## config.mk

```make
export PLATFORM = sky130hd
export DESIGN_NAME = frac_rate_ctl
export DESIGN_NICKNAME = d
export VERILOG_FILES = /design/src/rtl/frac_rate_pkg.sv /design/src/rtl/frac_rate_regs.sv /design/src/rtl/frac_rate_frame.sv /design/src/rtl/frac_rate_accum.sv /design/src/rtl/frac_rate_ctl.sv
export SDC_FILE = /design/constraint.sdc
export NUM_CORES = 1
export LEC_CHECK = 0
export BUFFER_PORTS_ARGS = -buffer_cell sky130_fd_sc_hd__buf_2
export CAP_MARGIN = 20
export CORE_MARGIN = 3
export CORE_UTILIZATION = 44
export DETAILED_ROUTE_END_ITERATION = 8
export HOLD_SLACK_MARGIN = 0.1
export PLACE_DENSITY = 0.8
export SYNTH_ARGS = -nofsm -noshare
export SYNTH_HDL_FRONTEND = slang
export SYNTH_HIERARCHICAL = 1
export SYNTH_SLANG_ARGS = --single-unit
```

## constraint.sdc

```tcl
create_clock -name clk -period 2.1 [get_ports clk]
set_input_delay 0 -clock clk [delete_from_list [all_inputs] [get_ports clk]]
set_output_delay 0 -clock clk [all_outputs]
set_load 0.02 [all_outputs]
```

## src/rtl/frac_rate_pkg.sv

```systemverilog
package frac_rate_pkg;

    localparam int CODE_W    = 5;
    localparam int FRAME_LEN = 1 << CODE_W;
    localparam int MULT_W    = CODE_W + 1;
    localparam int DATA_W    = 32;

    typedef logic [CODE_W-1:0] rate_code_t;
    typedef logic [MULT_W-1:0] mult_t;

    typedef enum logic [1:0] {
        REG_NONE,
        REG_RATE,
        REG_KICK
    } reg_sel_e;

    typedef struct packed {
        logic              wr_en;
        reg_sel_e          target;
        logic [DATA_W-1:0] wdata;
    } bus_op_t;

    // passed cycles per frame for a given swallow code
    function automatic mult_t mult_of(rate_code_t code);
        return mult_t'(FRAME_LEN) - mult_t'(code);
    endfunction

endpackage

```

## src/rtl/frac_rate_regs.sv

```systemverilog
module frac_rate_regs
    import frac_rate_pkg::*;
#(
    parameter int ADDR_W    = 4,
    parameter int RATE_ADDR = 0,
    parameter int KICK_ADDR = 1,
    parameter int CODE_LSB  = 8,
    parameter int KICK_BIT  = 31
) (
    input  logic              clk,
    input  logic              rst,
    input  logic              bus_sel,
    input  logic              bus_wr,
    input  logic [ADDR_W-1:0] bus_addr,
    input  logic [DATA_W-1:0] bus_wdata,
    output logic [DATA_W-1:0] bus_rdata,
    input  logic              commit_done_i,
    output rate_code_t        pend_code_o,
    output logic              kick_o
);

    bus_op_t    op;
    rate_code_t pend_q;
    logic       kick_q;

    always_comb begin
        op.wr_en  = bus_sel & bus_wr;
        op.wdata  = bus_wdata;
        op.target = REG_NONE;
        if (bus_sel) begin
            if (bus_addr == ADDR_W'(RATE_ADDR))      op.target = REG_RATE;
            else if (bus_addr == ADDR_W'(KICK_ADDR)) op.target = REG_KICK;
        end
    end

    always_ff @(posedge clk) begin
        if (rst) begin
            pend_q <= '0;
            kick_q <= 1'b0;
        end else begin
            if (op.wr_en && op.target == REG_RATE)
                pend_q <= op.wdata[CODE_LSB +: CODE_W];
            if (commit_done_i)
                kick_q <= 1'b0;
            else if (op.wr_en && op.target == REG_KICK && op.wdata[KICK_BIT] && !kick_q)
                kick_q <= 1'b1;
        end
    end

    always_comb begin
        bus_rdata = '0;
        case (op.target)
            REG_RATE: bus_rdata[CODE_LSB +: CODE_W] = pend_q;
            REG_KICK: bus_rdata[KICK_BIT]           = kick_q;
            default:  bus_rdata                     = '0;
        endcase
    end

    assign pend_code_o = pend_q;
    assign kick_o      = kick_q;


    kick_set_by_write_chk: assert property (@(posedge clk) disable iff (rst)
        $rose(kick_q) |-> $past(op.wr_en && op.target == REG_KICK && op.wdata[KICK_BIT]));


    kick_clear_after_commit_chk: assert property (@(posedge clk) disable iff (rst)
        $fell(kick_q) |-> $past(commit_done_i));


    kick_zero_write_chk: assert property (@(posedge clk) disable iff (rst)
        (op.wr_en && op.target == REG_KICK && !op.wdata[KICK_BIT] && !kick_q) |=> !kick_q);

endmodule

```

## src/rtl/frac_rate_frame.sv

```systemverilog
module frac_rate_frame
    import frac_rate_pkg::*;
(
    input  logic       clk,
    input  logic       rst,
    input  logic       kick_i,
    input  rate_code_t pend_code_i,
    output rate_code_t active_code_o,
    output logic       frame_first_o,
    output logic       commit_done_o
);

    rate_code_t phase_q;
    rate_code_t active_q;
    logic       done_q;
    logic       frame_last;

    assign frame_last = (phase_q == rate_code_t'(FRAME_LEN - 1));

    always_ff @(posedge clk) begin
        if (rst) begin
            phase_q  <= '0;
            active_q <= '0;
            done_q   <= 1'b0;
        end else begin
            phase_q <= phase_q + 1'b1;
            done_q  <= 1'b0;
            if (frame_last && kick_i && !done_q) begin
                active_q <= pend_code_i;
                done_q   <= 1'b1;
            end
        end
    end

    assign active_code_o = active_q;
    assign frame_first_o = (phase_q == '0);
    assign commit_done_o = done_q;


    active_at_boundary_chk: assert property (@(posedge clk) disable iff (rst)
        (active_q != $past(active_q)) |-> $past(frame_last));

endmodule

```

## src/rtl/frac_rate_accum.sv

```systemverilog
module frac_rate_accum
    import frac_rate_pkg::*;
(
    input  logic       clk,
    input  logic       rst,
    input  rate_code_t active_code_i,
    input  logic       frame_first_i,
    output logic       clk_en_o
);

    rate_code_t acc_q;
    mult_t      mult;
    mult_t      sum;

    assign mult     = mult_of(active_code_i);
    assign sum      = mult_t'(acc_q) + mult;
    assign clk_en_o = (sum >= mult_t'(FRAME_LEN));

    always_ff @(posedge clk) begin
        if (rst) acc_q <= '0;
        else     acc_q <= sum[CODE_W-1:0];
    end


    frame_phase_chk: assert property (@(posedge clk) disable iff (rst)
        frame_first_i |-> (acc_q == '0));

endmodule

```

## src/rtl/frac_rate_ctl.sv

```systemverilog
module frac_rate_ctl
    import frac_rate_pkg::*;
#(
    parameter int ADDR_W    = 4,
    parameter int RATE_ADDR = 0,
    parameter int KICK_ADDR = 1,
    parameter int CODE_LSB  = 8,
    parameter int KICK_BIT  = 31
) (
    input  logic              clk,
    input  logic              rst,
    input  logic              bus_sel,
    input  logic              bus_wr,
    input  logic [ADDR_W-1:0] bus_addr,
    input  logic [DATA_W-1:0] bus_wdata,
    output logic [DATA_W-1:0] bus_rdata,
    output logic              clk_en
);

    rate_code_t pend_code;
    rate_code_t active_code;
    logic       kick;
    logic       frame_first;
    logic       commit_done;

    frac_rate_regs #(
        .ADDR_W   (ADDR_W),
        .RATE_ADDR(RATE_ADDR),
        .KICK_ADDR(KICK_ADDR),
        .CODE_LSB (CODE_LSB),
        .KICK_BIT (KICK_BIT)
    ) u_regs (
        .clk          (clk),
        .rst          (rst),
        .bus_sel      (bus_sel),
        .bus_wr       (bus_wr),
        .bus_addr     (bus_addr),
        .bus_wdata    (bus_wdata),
        .bus_rdata    (bus_rdata),
        .commit_done_i(commit_done),
        .pend_code_o  (pend_code),
        .kick_o       (kick)
    );

    frac_rate_frame u_frame (
        .clk          (clk),
        .rst          (rst),
        .kick_i       (kick),
        .pend_code_i  (pend_code),
        .active_code_o(active_code),
        .frame_first_o(frame_first),
        .commit_done_o(commit_done)
    );

    frac_rate_accum u_accum (
        .clk          (clk),
        .rst          (rst),
        .active_code_i(active_code),
        .frame_first_i(frame_first),
        .clk_en_o     (clk_en)
    );

endmodule

```

Word level (Yosys, flattened, before mapping):

Index checks and enable logic that the tools add are counted.

* logic and storage cells: 31
* register bits after elaboration: 22
* input bits: 40
* output and inout bits: 33

* magnitude comparators: 1
* reductions and logical operators: 10
* muxes and demuxes: 6
* bitwise logic cells: 1
* add/subtract/negate cells: 3
* eq/ne operators: 4

Operator list (count)
* $add A5 B6 Y6: 1
* $ge A6 B6 Y1 const B: 1
* $logic_and A1 B1 Y1: 6
* $mux W2: 3
* $sub A6 B5 Y6 const A: 1
* $add A5 B1 Y5 const B: 1
* $eq A5 B5 Y1 const B: 1
* $mux W5: 1
* $eq A4 B1 Y1 const B: 1
* $logic_not A4 Y1: 1
* $eq A2 B1 Y1 const B: 1
* $eq A2 B2 Y1 const B: 1
* $logic_not A1 Y1: 2
* $mux W1: 2
* $reduce_or A2 Y1: 1
* $and A1 B1 Y1: 1

Depth between registers and ports, before layout:

Gate-level depths: netlist of run 1.

* depth after elaboration: 8
* mapped depth: 8

Hierarchy:

Netlist of run 1, hierarchy kept.

By module, submodules not included
* frac_rate_regs: cells each 61, instances 1, sequential area each 120.1 um^2, area each 531.8 um^2
* frac_rate_frame: cells each 46, instances 1, sequential area each 220.2 um^2, area each 476.7 um^2
* frac_rate_accum: cells each 35, instances 1, sequential area each 100.1 um^2, area each 305.3 um^2

Worst setup path after synthesis of run 1:

No wires, ideal clock.

* kind: register to register
* start: register u_frame.active_q[0], in the netlist u_frame/active_code_o[0]
* end: register u_accum.acc_q[4]
* path buffers: 0
* data arrival time: 1375 ps
* cell stages (with the launch flop): 8
* slack: 611 ps
* path through: dfxtp_1 -> ha_1 -> inv_1 -> fa_1 -> a21o_1 -> a21oi_2 -> xor2_1 -> nor2_1

* word-level cells in the longest chain between the ends: 2

RTL lines
* from (decl): line frac_rate_frame.sv:14 `rate_code_t active_q;`
* from (signal assigned): line frac_rate_frame.sv:29 `active_q <= pend_code_i;`
* $sub A6 B5 Y6: line frac_rate_pkg.sv:25 `return mult_t'(FRAME_LEN) - mult_t'(code);`
* $add A5 B6 Y6: line frac_rate_accum.sv:16 `assign sum = mult_t'(acc_q) + mult;`
* to (signal assigned): line frac_rate_accum.sv:21 `else acc_q <= sum[CODE_W-1:0];`
* to (decl): line frac_rate_accum.sv:11 `rate_code_t acc_q;`

No other way between the ends.
A chain may end at the register's enable or synchronous reset.

Worst setup path in the final report of run 1:

* start: register u_frame.active_q[2], in the netlist u_frame/active_code_o[2]
* end: output port clk_en

* word-level cells in the longest chain between the ends: 3

RTL lines
* $sub A6 B5 Y6: line frac_rate_pkg.sv:25
* $add A5 B6 Y6: line frac_rate_accum.sv:16
* $ge A6 B6 Y1: line frac_rate_accum.sv:17 `assign clk_en_o = (sum >= mult_t'(FRAME_LEN));`
* to (decl): line frac_rate_ctl.sv:17 `output logic clk_en`

No other way between the ends.

==> impl_metrics.yaml, run 1 <==
cells_and_area:
  drive_gt1_share_pct: 16.1
  num_antenna_cells: 0
  layout.nets: 224
  final_cell_count_no_fill: 205
  area_delta_synth_final_pct: 14.4
  final_area_um2: 1490
  final_common_cell: "conb_1"
  layout_common_cells: "conb_1, nand2b_1, dfxtp_1"
  fillers: 254
floorplanning:
  rows: 19
  dieHeight_um: 60.5
  io_pins: 73
  die_x_um: 60.5
  dieArea_um2: 3660
  core_um2: 2780
  start_util_pct: 46.9
sta:
  setup_viol: 0
  timing.hold.ws_ns: 0.422
  finalHoldViolCount: 0
  rsz0062_at_grt: "no"
  slew_violations: 0
  max_freq_mhz: 612
  period_needed_ns: 1.63
  fin_setup_tns_ns: 0
  finClkSkew_ns: 0.00796
  finalCritPeriodShare_pct: 77.8
place:
  dp_cells: 188
  placed_cell_area_um2: 1330
  io_buffers: 20
  dpl.hpwl_um: 1400
  gp_congestion: 0.755
worst_setup_path:
  cp.arrival_ns: 1.63
  reg2reg_from: "u_frame/active_code_o[0]"
  cp_max_fo: 4
  startpoint_type: "flip-flop"
  critPathKind: "reg -> out"
  r2r_end: "u_accum/acc_q[4]"
  crit_required_ns: 2.10
  r2r_setup_slack_ns: 0.49
  cp-startpoint: "u_frame/active_code_o[2]"
  worstRegToRegCells: 7
  cp-endpoint: "clk_en"
  end_kind: "output pin"
run:
  drv_cap: 0
global_route:
  gr-total-overflow: 0
  grt_pass1_vias: 822
  grt_pass1_wl_um: 3390
  grt_antenna_before_repair: 0
  grt_usage_pct: 12.1
  grt_max_degree: 34
logic_synthesis:
  netlist_area_um2: 1310
  yosysWarnings: 6
  avgSynthCellArea_um2: 9.26
  synth_cells: 141
power_and_ir_drop:
  power.share.combinational_pct: 12.8
  p_seq_share_pct: 56.9
  total_power_mw: 0.752
  peakVddDrop_uv: 426
  switching_share_pct: 25.2
  p_clk_share_pct: 30.3
  p_per_area_nw_per_um2: 504
  p_sw_mw: 0.190
  p_leak_nw: 0.672
  internal_power_mw: 0.562
hold_path:
  min_path_cells: 1
  worstHoldPathType: "reg -> reg"
route:
  firstDrtPassIters: 2
  drt-total-wl_um: 2000
  viasPerCell: 4.45
  wl_per_cell_um: 9.74
  drc: 0
  vias: 913
  drtIter0Drc: 10
  antenna_left: 0
clock_network:
  clockRootBuffer: "clkbuf_4"
  cts_buffers: 3
  clkTransAtPathRegs_ns: 0.12
  clock-sinks: 22
  cts_resized: 0
  cts_tree: "yes"
  clkLatencyLatePin_ns: 0.30
  h-tree-depth: 1
  clock_path_buffers: 2
status:
  status: "finished clean"
[what timing repair did]
item,CTS,global route
endpoints found under the setup margin,0,0
setup buffers,0,0
hold buffers,13,0
endpoints found under the hold margin,7,0
[final cells by class]
| class | instances | area (um2) | share of cell area [%] |
|---|---|---|---|
| well taps | 31 | 38.8 | 2.60 |
| flip-flops and latches | 22 | 440 | 29.5 |
| multi-input cells | 107 | 717 | 48.0 |
| inverters | 8 | 30.0 | 2.01 |
| repair buffers | 33 | 230 | 15.4 |
| clock buffers | 4 | 36.3 | 2.43 |
[worst min-delay path by stage]
| stage | startpoint | end |
|---|---|---|
| 2_1_floorplan | rst | u_accum/acc_q[0] |
| 3_5_place_dp | bus_wdata[10] | u_regs/pend_code_o[2] |
| 6_report | u_frame/commit_done_o | u_regs/kick_o |
| 3_3_place_gp | bus_wdata[12] | u_regs/pend_code_o[4] |
| 5_1_grt | u_frame/commit_done_o | u_regs/kick_o |
| 4_1_cts | u_frame/commit_done_o | u_regs/kick_o |
[state kept, by name, summed over array words and instances, names as in the netlist]
signal / flops
u_accum/acc_q: 5
u_frame/active_code_o: 5
u_frame/phase_q: 5
u_regs/pend_code_o: 5
u_frame/commit_done_o: 1
u_regs/kick_o: 1
[stage by stage]
stage / worst slack (ns) / util (%)
5_1_grt: 0.282 / 53.7
6_report: 0.467 / 53.7
3_3_place_gp: 0.517 / 47.7
4_1_cts: 0.437 / 53.7
3_5_place_dp: 0.482 / 47.7
2_1_floorplan: 0.611 / -
[worst max-delay path, cell delays in order, from the launching register on]
cell	delay (ns)
dfxtp_1	0.35
inv_1	0.05
ha_1	0.34
o21ai_0	0.17
a21oi_1	0.07
o21ai_0	0.14
nand2b_1	0.07
buf_2	0.15
[power groups by stage]
stage          sequential, mW  clock [mW]  combinational (mW)
5_1_grt                 0.429       0.257               0.107
3_3_place_gp            0.437           0              0.0826
2_1_floorplan           0.436           0               0.102
6_report                0.428       0.228              0.0964
3_5_place_dp            0.437           0              0.0833
4_1_cts                 0.428       0.242              0.0946
[layer usage]
layer | GRT usage (%) | routed length (um) | vias up
met3 | 2.98 | 159 | 0
met1 | 13.9 | 825 | 411
met2 | 21.9 | 1010 | 36
li1 | - | - | 466
met5 | 0 | 0 | -
met4 | 4.33 | 0 | 0
Note: power is estimated with default switching activity, not from simulation.
==> inputs of run 2 (changes only) <==
--- a/config.mk
+++ b/config.mk
@@ -5,13 +5,14 @@
 export SDC_FILE = /design/constraint.sdc
 export NUM_CORES = 1
 export LEC_CHECK = 0
+export ABC_AREA = 1
 export BUFFER_PORTS_ARGS = -buffer_cell sky130_fd_sc_hd__buf_2
 export CAP_MARGIN = 20
 export CORE_MARGIN = 3
-export CORE_UTILIZATION = 44
+export CORE_UTILIZATION = 40
 export DETAILED_ROUTE_END_ITERATION = 8
 export HOLD_SLACK_MARGIN = 0.1
-export PLACE_DENSITY = 0.8
+export PLACE_DENSITY = 0.76
 export SYNTH_ARGS = -nofsm -noshare
 export SYNTH_HDL_FRONTEND = slang
 export SYNTH_HIERARCHICAL = 1
==> constraint.sdc (replaced) <==
create_clock -name clk -period 1.5 [get_ports clk]
set_input_delay 0 -clock clk [delete_from_list [all_inputs] [get_ports clk]]
set_output_delay 0 -clock clk [all_outputs]
set_load 0.02 [all_outputs]
==> run 2 against run 1 <==
  * Setup slack got worse by 0.37 ns
  * Global-route usage fell by 1.5 points
  * Critical path type unchanged
  * Combinational power rose by 43%
  * Utilization fell by 3.7 points
  * Power rose by 31%
==> impl_metrics.yaml, run 2 <==
status:
  status: "finished clean"
sta:
  rsz0062_at_grt: "no"
  finalCritPeriodShare_pct: 93.9
  period_needed_ns: 1.41
  fin_setup_tns_ns: 0
  finalHoldViolCount: 0
  max_freq_mhz: 710
  slew_violations: 0
  finClkSkew_ns: 0.00240
  setup_ws_ns: 0.0921
  setup_viol: 0
floorplanning:
  rows: 20
  dieArea_um2: 4030
  start_util_pct: 42.6
  io_pins: 73
  core_um2: 3100
  die_x_um: 63.5
  dieHeight_um: 63.5
place:
  dp_cells: 246
  placed_cell_area_um2: 1390
  gp_congestion: 0.680
  dpl.hpwl_um: 1560
  io_buffers: 20
  pre_cts_slack_ns: 0.132
cells_and_area:
  layout.nets: 267
  seq_area_um2: 445
  drive_gt1_share_pct: 27.3
  final_area_um2: 1550
  fin_util_pct: 49.9
  num_antenna_cells: 0
  fillers: 322
  final_cell_count_no_fill: 260
  multiInputGateArea_um2: 684
  area_delta_synth_final_pct: 17.1
  layout_common_cells: "nor2_1, nand2_1, conb_1"
  final_common_cell: "nor2_1"
global_route:
  grt_pass1_vias: 925
  grt_max_degree: 12
  grt_usage_pct: 10.7
  gr-total-overflow: 0
  grt_antenna_before_repair: 0
  grt_pass1_wl_um: 3500
route:
  antenna_left: 0
  firstDrtPassIters: 4
  drt-total-wl_um: 2110
  viasPerCell: 4.00
  vias: 1040
  drtIter0Drc: 5
  wl_per_cell_um: 8.12
  drc: 0
worst_setup_path:
  cp-startpoint: "u_frame/active_code_o[1]"
  startpoint_type: "flip-flop"
  crit_family: "flip-flops"
  cp.arrival_ns: 1.41
  critPathKind: "reg -> out"
  cp_max_fo: 2
  end_kind: "output pin"
  reg2reg_from: "u_frame/active_code_o[0]"
  slowest_delay_ns: 0.34
  r2r_end: "u_accum/acc_q[4]"
  path_cells: "inv_1 > ha_1 > nand3_2 > nand2_2 > nand3_1 > nand2_1 > buf_4"
  critPathBufInv: 2
  cp_slowest_cell: "dfxtp_2"
  r2r_setup_slack_ns: 0.13
  worstRegToRegCells: 7
  cp-endpoint: "clk_en"
  cp.depth: 7
  crit_required_ns: 1.50
clock_network:
  clkTransAtPathRegs_ns: 0.11
  clock-sinks: 22
  clkLatencyLatePin_ns: 0.29
  cts_tree: "yes"
  clock_path_buffers: 2
  clockRootBuffer: "clkbuf_4"
  cts_buffers: 3
  h-tree-depth: 1
logic_synthesis:
  yosysWarnings: 6
  synth_cells: 182
  avgSynthCellArea_um2: 7.27
  netlist_area_um2: 1320
power_and_ir_drop:
  peakVddDrop_uv: 442
  p_leak_nw: 0.809
  p_per_area_nw_per_um2: 637
run:
  drv_cap: 0
hold_path:
  worstHoldPathType: "in -> reg"
[run 2: what timing repair did]
action | in CTS | in global routing
setup endpoints to repair | 1 | 4
hold buffers | 8 | 0
pin swaps | 0 | 2
gates resized for setup | 1 | 8
hold endpoints to repair | 12 | 0
buffers inserted | 0 | 3
[run 2: metrics by stage]
stage	total power, mW	hold WS, ns
detailed placement	0.732	0.224
CTS	0.995	0.106
global placement	0.731	0.224
finish	0.987	0.112
floorplan	0.751	0.0667
global route	1.04	0.121
[run 2: report_power, final]
group	switching [mW]	leakage [nW]	internal (mW)	total [mW]
Combinational	0.0978	0.616	0.0406	0.138
Sequential	0.00544	0.179	0.593	0.599
Clock	0.157	0.0138	0.0934	0.250
Total	0.260	0.809	0.727	0.987
[run 2: worst reg2reg max path, cell delays in order (launching register included)]
cell	delay, ns
dfxtp_1	0.35
ha_1	0.14
inv_1	0.06
fa_1	0.38
nand2_1	0.09
nand2_1	0.08
a21oi_1	0.13
nor2_1	0.06
[run 2: routing by layer]
| layer | GRT usage, % | wire, um | part of all wire, % | up-vias |
|---|---|---|---|---|
| li1 | - | - | - | 562 |
| met1 | 11.6 | 887 | 42 | 449 |
| met2 | 19.7 | 1090 | 52 | 27 |
| met3 | 0.535 | 100 | 4.7 | 2 |
| met4 | 7.01 | 27 | 1.3 | 0 |
| met5 | 0 | 0 | 0 | - |
[run 2: final cells by class]
type                    count  share of cell area [%]
well taps                  44                    3.55
clock buffers               3                    1.45
repair buffers             33                    15.0
inverters                  29                    7.03
flip-flops and latches     22                    28.8
multi-input cells         129                    44.2
[run 2: how the worst min path moves through the flow]
stage,start,to,slack [ns],depth (start not counted)
after floorplan,rst,u_accum/acc_q[0],0.07,1
after global placement,bus_wdata[8],u_regs/pend_code_o[0],0.22,3
after detailed placement,bus_wdata[11],u_regs/pend_code_o[3],0.22,3
after CTS,bus_addr[0],u_regs/kick_o,0.11,5
after global routing,bus_addr[1],u_regs/pend_code_o[4],0.12,5
final,bus_addr[0],u_regs/kick_o,0.11,5
==> inputs of run 3 (changes only) <==
--- a/config.mk
+++ b/config.mk
@@ -8,9 +8,10 @@
 export ABC_AREA = 1
 export BUFFER_PORTS_ARGS = -buffer_cell sky130_fd_sc_hd__buf_2
 export CAP_MARGIN = 20
-export CORE_MARGIN = 3
+export CORE_MARGIN = 1.5
 export CORE_UTILIZATION = 40
 export DETAILED_ROUTE_END_ITERATION = 8
+export GPL_TIMING_DRIVEN = 0
 export HOLD_SLACK_MARGIN = 0.1
 export PLACE_DENSITY = 0.76
 export SYNTH_ARGS = -nofsm -noshare
==> run 3 against run 2 <==
  * Clock skew increased by 0.0019 ns
  * Worst hold slack improved by 0.0099 ns
  * Utilization increased by 6.0 points
  * Highest routed layer is now met3
  * Critical path depth unchanged
  * Flip-flop and latch count unchanged
  * Register-to-register slack about the same
  * Clock power decreased by 2%
  * Via count increased by 2.4%
  * Setup slack got worse by 0.019 ns
  * Largest power group unchanged
  * Final cell count increased by 9.2%
==> impl_metrics.yaml, run 3 (synthesized netlist as in run 2, its figures left out) <==
floorplanning:
  rows: 20
  dieArea_um2: 3660
  io_pins: 73
  core_um2: 3100
  start_util_pct: 42.6
  die_x_um: 60.5
  dieHeight_um: 60.5
cells_and_area:
  fillers: 322
  num_antenna_cells: 0
  seq_area_um2: 444
  drive_gt1_share_pct: 35.0
  multiInputGateArea_um2: 701
  layout.nets: 291
  area_delta_synth_final_pct: 31.2
  final_common_cell: "nor2_1"
  final_area_um2: 1740
  layout_common_cells: "nor2_1, buf_4, nand2_1"
route:
  vias: 1065
  drt-total-wl_um: 2130
  antenna_left: 0
  viasPerCell: 3.75
  drc: 0
  wl_per_cell_um: 7.48
  firstDrtPassIters: 3
  drtIter0Drc: 4
worst_setup_path:
  cp_max_fo: 3
  critPathKind: "reg -> out"
  cp-startpoint: "u_frame/active_code_o[1]"
  crit_required_ns: 1.50
  cp.arrival_ns: 1.43
  cp-endpoint: "clk_en"
  reg2reg_from: "u_frame/active_code_o[0]"
  end_kind: "output pin"
  r2r_end: "u_accum/acc_q[4]"
  startpoint_type: "flip-flop"
  r2r_setup_slack_ns: 0.12
  worstRegToRegCells: 7
global_route:
  grt_antenna_before_repair: 0
  gr-total-overflow: 0
  grt_pass1_wl_um: 3420
  grt_usage_pct: 12.4
  grt_pass1_vias: 848
  grt_max_degree: 12
sta:
  finalHoldViolCount: 0
  period_needed_ns: 1.43
  rsz0062_at_grt: "yes"
  finalCritPeriodShare_pct: 95.1
  setup_viol: 0
  fin_setup_tns_ns: 0
  finClkSkew_ns: 0.00430
  max_freq_mhz: 701
  slew_violations: 0
power_and_ir_drop:
  internal_power_mw: 0.770
  p_leak_nw: 0.937
  p_seq_share_pct: 58.1
  power.share.combinational_pct: 18.2
  switching_share_pct: 25.4
  p_clk_share_pct: 23.7
  peakVddDrop_uv: 356
  p_per_area_nw_per_um2: 595
  p_sw_mw: 0.263
hold_path:
  worstHoldPathType: "in -> reg"
place:
  io_buffers: 20
  placed_cell_area_um2: 1570
  gp_congestion: 0.694
  dpl.hpwl_um: 1590
clock_network:
  clkLatencyLatePin_ns: 0.29
  clkTransAtPathRegs_ns: 0.10
  clock_path_buffers: 2
  cts_buffers: 3
  cts_tree: "yes"
  h-tree-depth: 1
  clockRootBuffer: "clkbuf_4"
  clock-sinks: 22
run:
  drv_cap: 0
status:
  status: "finished clean"
[run 3: worst min-delay path by stage]
stage,from,end,slack [ns],cells after the start
after floorplan,rst,u_accum/acc_q[0],0.07,1
after global routing,bus_addr[0],u_regs/kick_o,0.12,5
final,bus_addr[1],u_regs/pend_code_o[1],0.12,5
after CTS,bus_addr[0],u_regs/kick_o,0.11,5
after global placement,bus_wdata[12],u_regs/pend_code_o[4],0.23,3
after detailed placement,bus_wdata[11],u_regs/pend_code_o[3],0.23,3
[run 3: area by class of cell]
class,count,area share (%)
inverter,29,6.27
buffer,27,11.9
tap,44,3.17
multi-input combinational,129,40.4
sequential,22,25.6
clock buffer,3,1.30
timing repair buffer,30,11.4
[run 3: power by group through the flow]
stage / sequential [mW] / combinational [mW] / clock (mW)
detailed placement: 0.613 / 0.170 / 0
global route: 0.601 / 0.206 / 0.282
global placement: 0.612 / 0.168 / 0
floorplan: 0.611 / 0.140 / 0
finish: 0.599 / 0.188 / 0.245
CTS: 0.599 / 0.186 / 0.257
[run 3: metal layers]
metal	share of wire, %	vias to the layer above	GRT usage, %
li1	-	603	-
met1	45	433	14.6
met2	50	29	21.6
met3	5.0	0	1.28
met4	0	0	7.45
met5	0	-	0
[run 3: worst max-delay path, cell delays in order (launching register included)]
cell     delay, ns
dfxtp_2       0.34
inv_1         0.07
ha_1          0.30
nand3_2       0.08
nand2_2       0.09
nand3_1       0.07
nand2_1       0.06
buf_4         0.13
[run 3: what timing repair did]
item,CTS,global route
endpoints found under the hold margin,12,0
hold buffers,8,0
buffers inserted,0,2
pin swaps,1,1
endpoints found under the setup margin,1,5
resized for setup,1,9
[run 3: stage by stage]
stage | power, mW | hold WS (ns) | setup WS [ns] | util, % | instances
2_1_floorplan | 0.751 | 0.0667 | 0.210 | - | 207
3_3_place_gp | 0.780 | 0.226 | 0.135 | 50.6 | 271
3_5_place_dp | 0.782 | 0.226 | 0.127 | 50.6 | 271
4_1_cts | 1.04 | 0.110 | 0.0361 | 54.4 | 282
5_1_grt | 1.09 | 0.124 | -0.0252 | 55.9 | 284
6_report | 1.03 | 0.122 | 0.0736 | 55.9 | 284
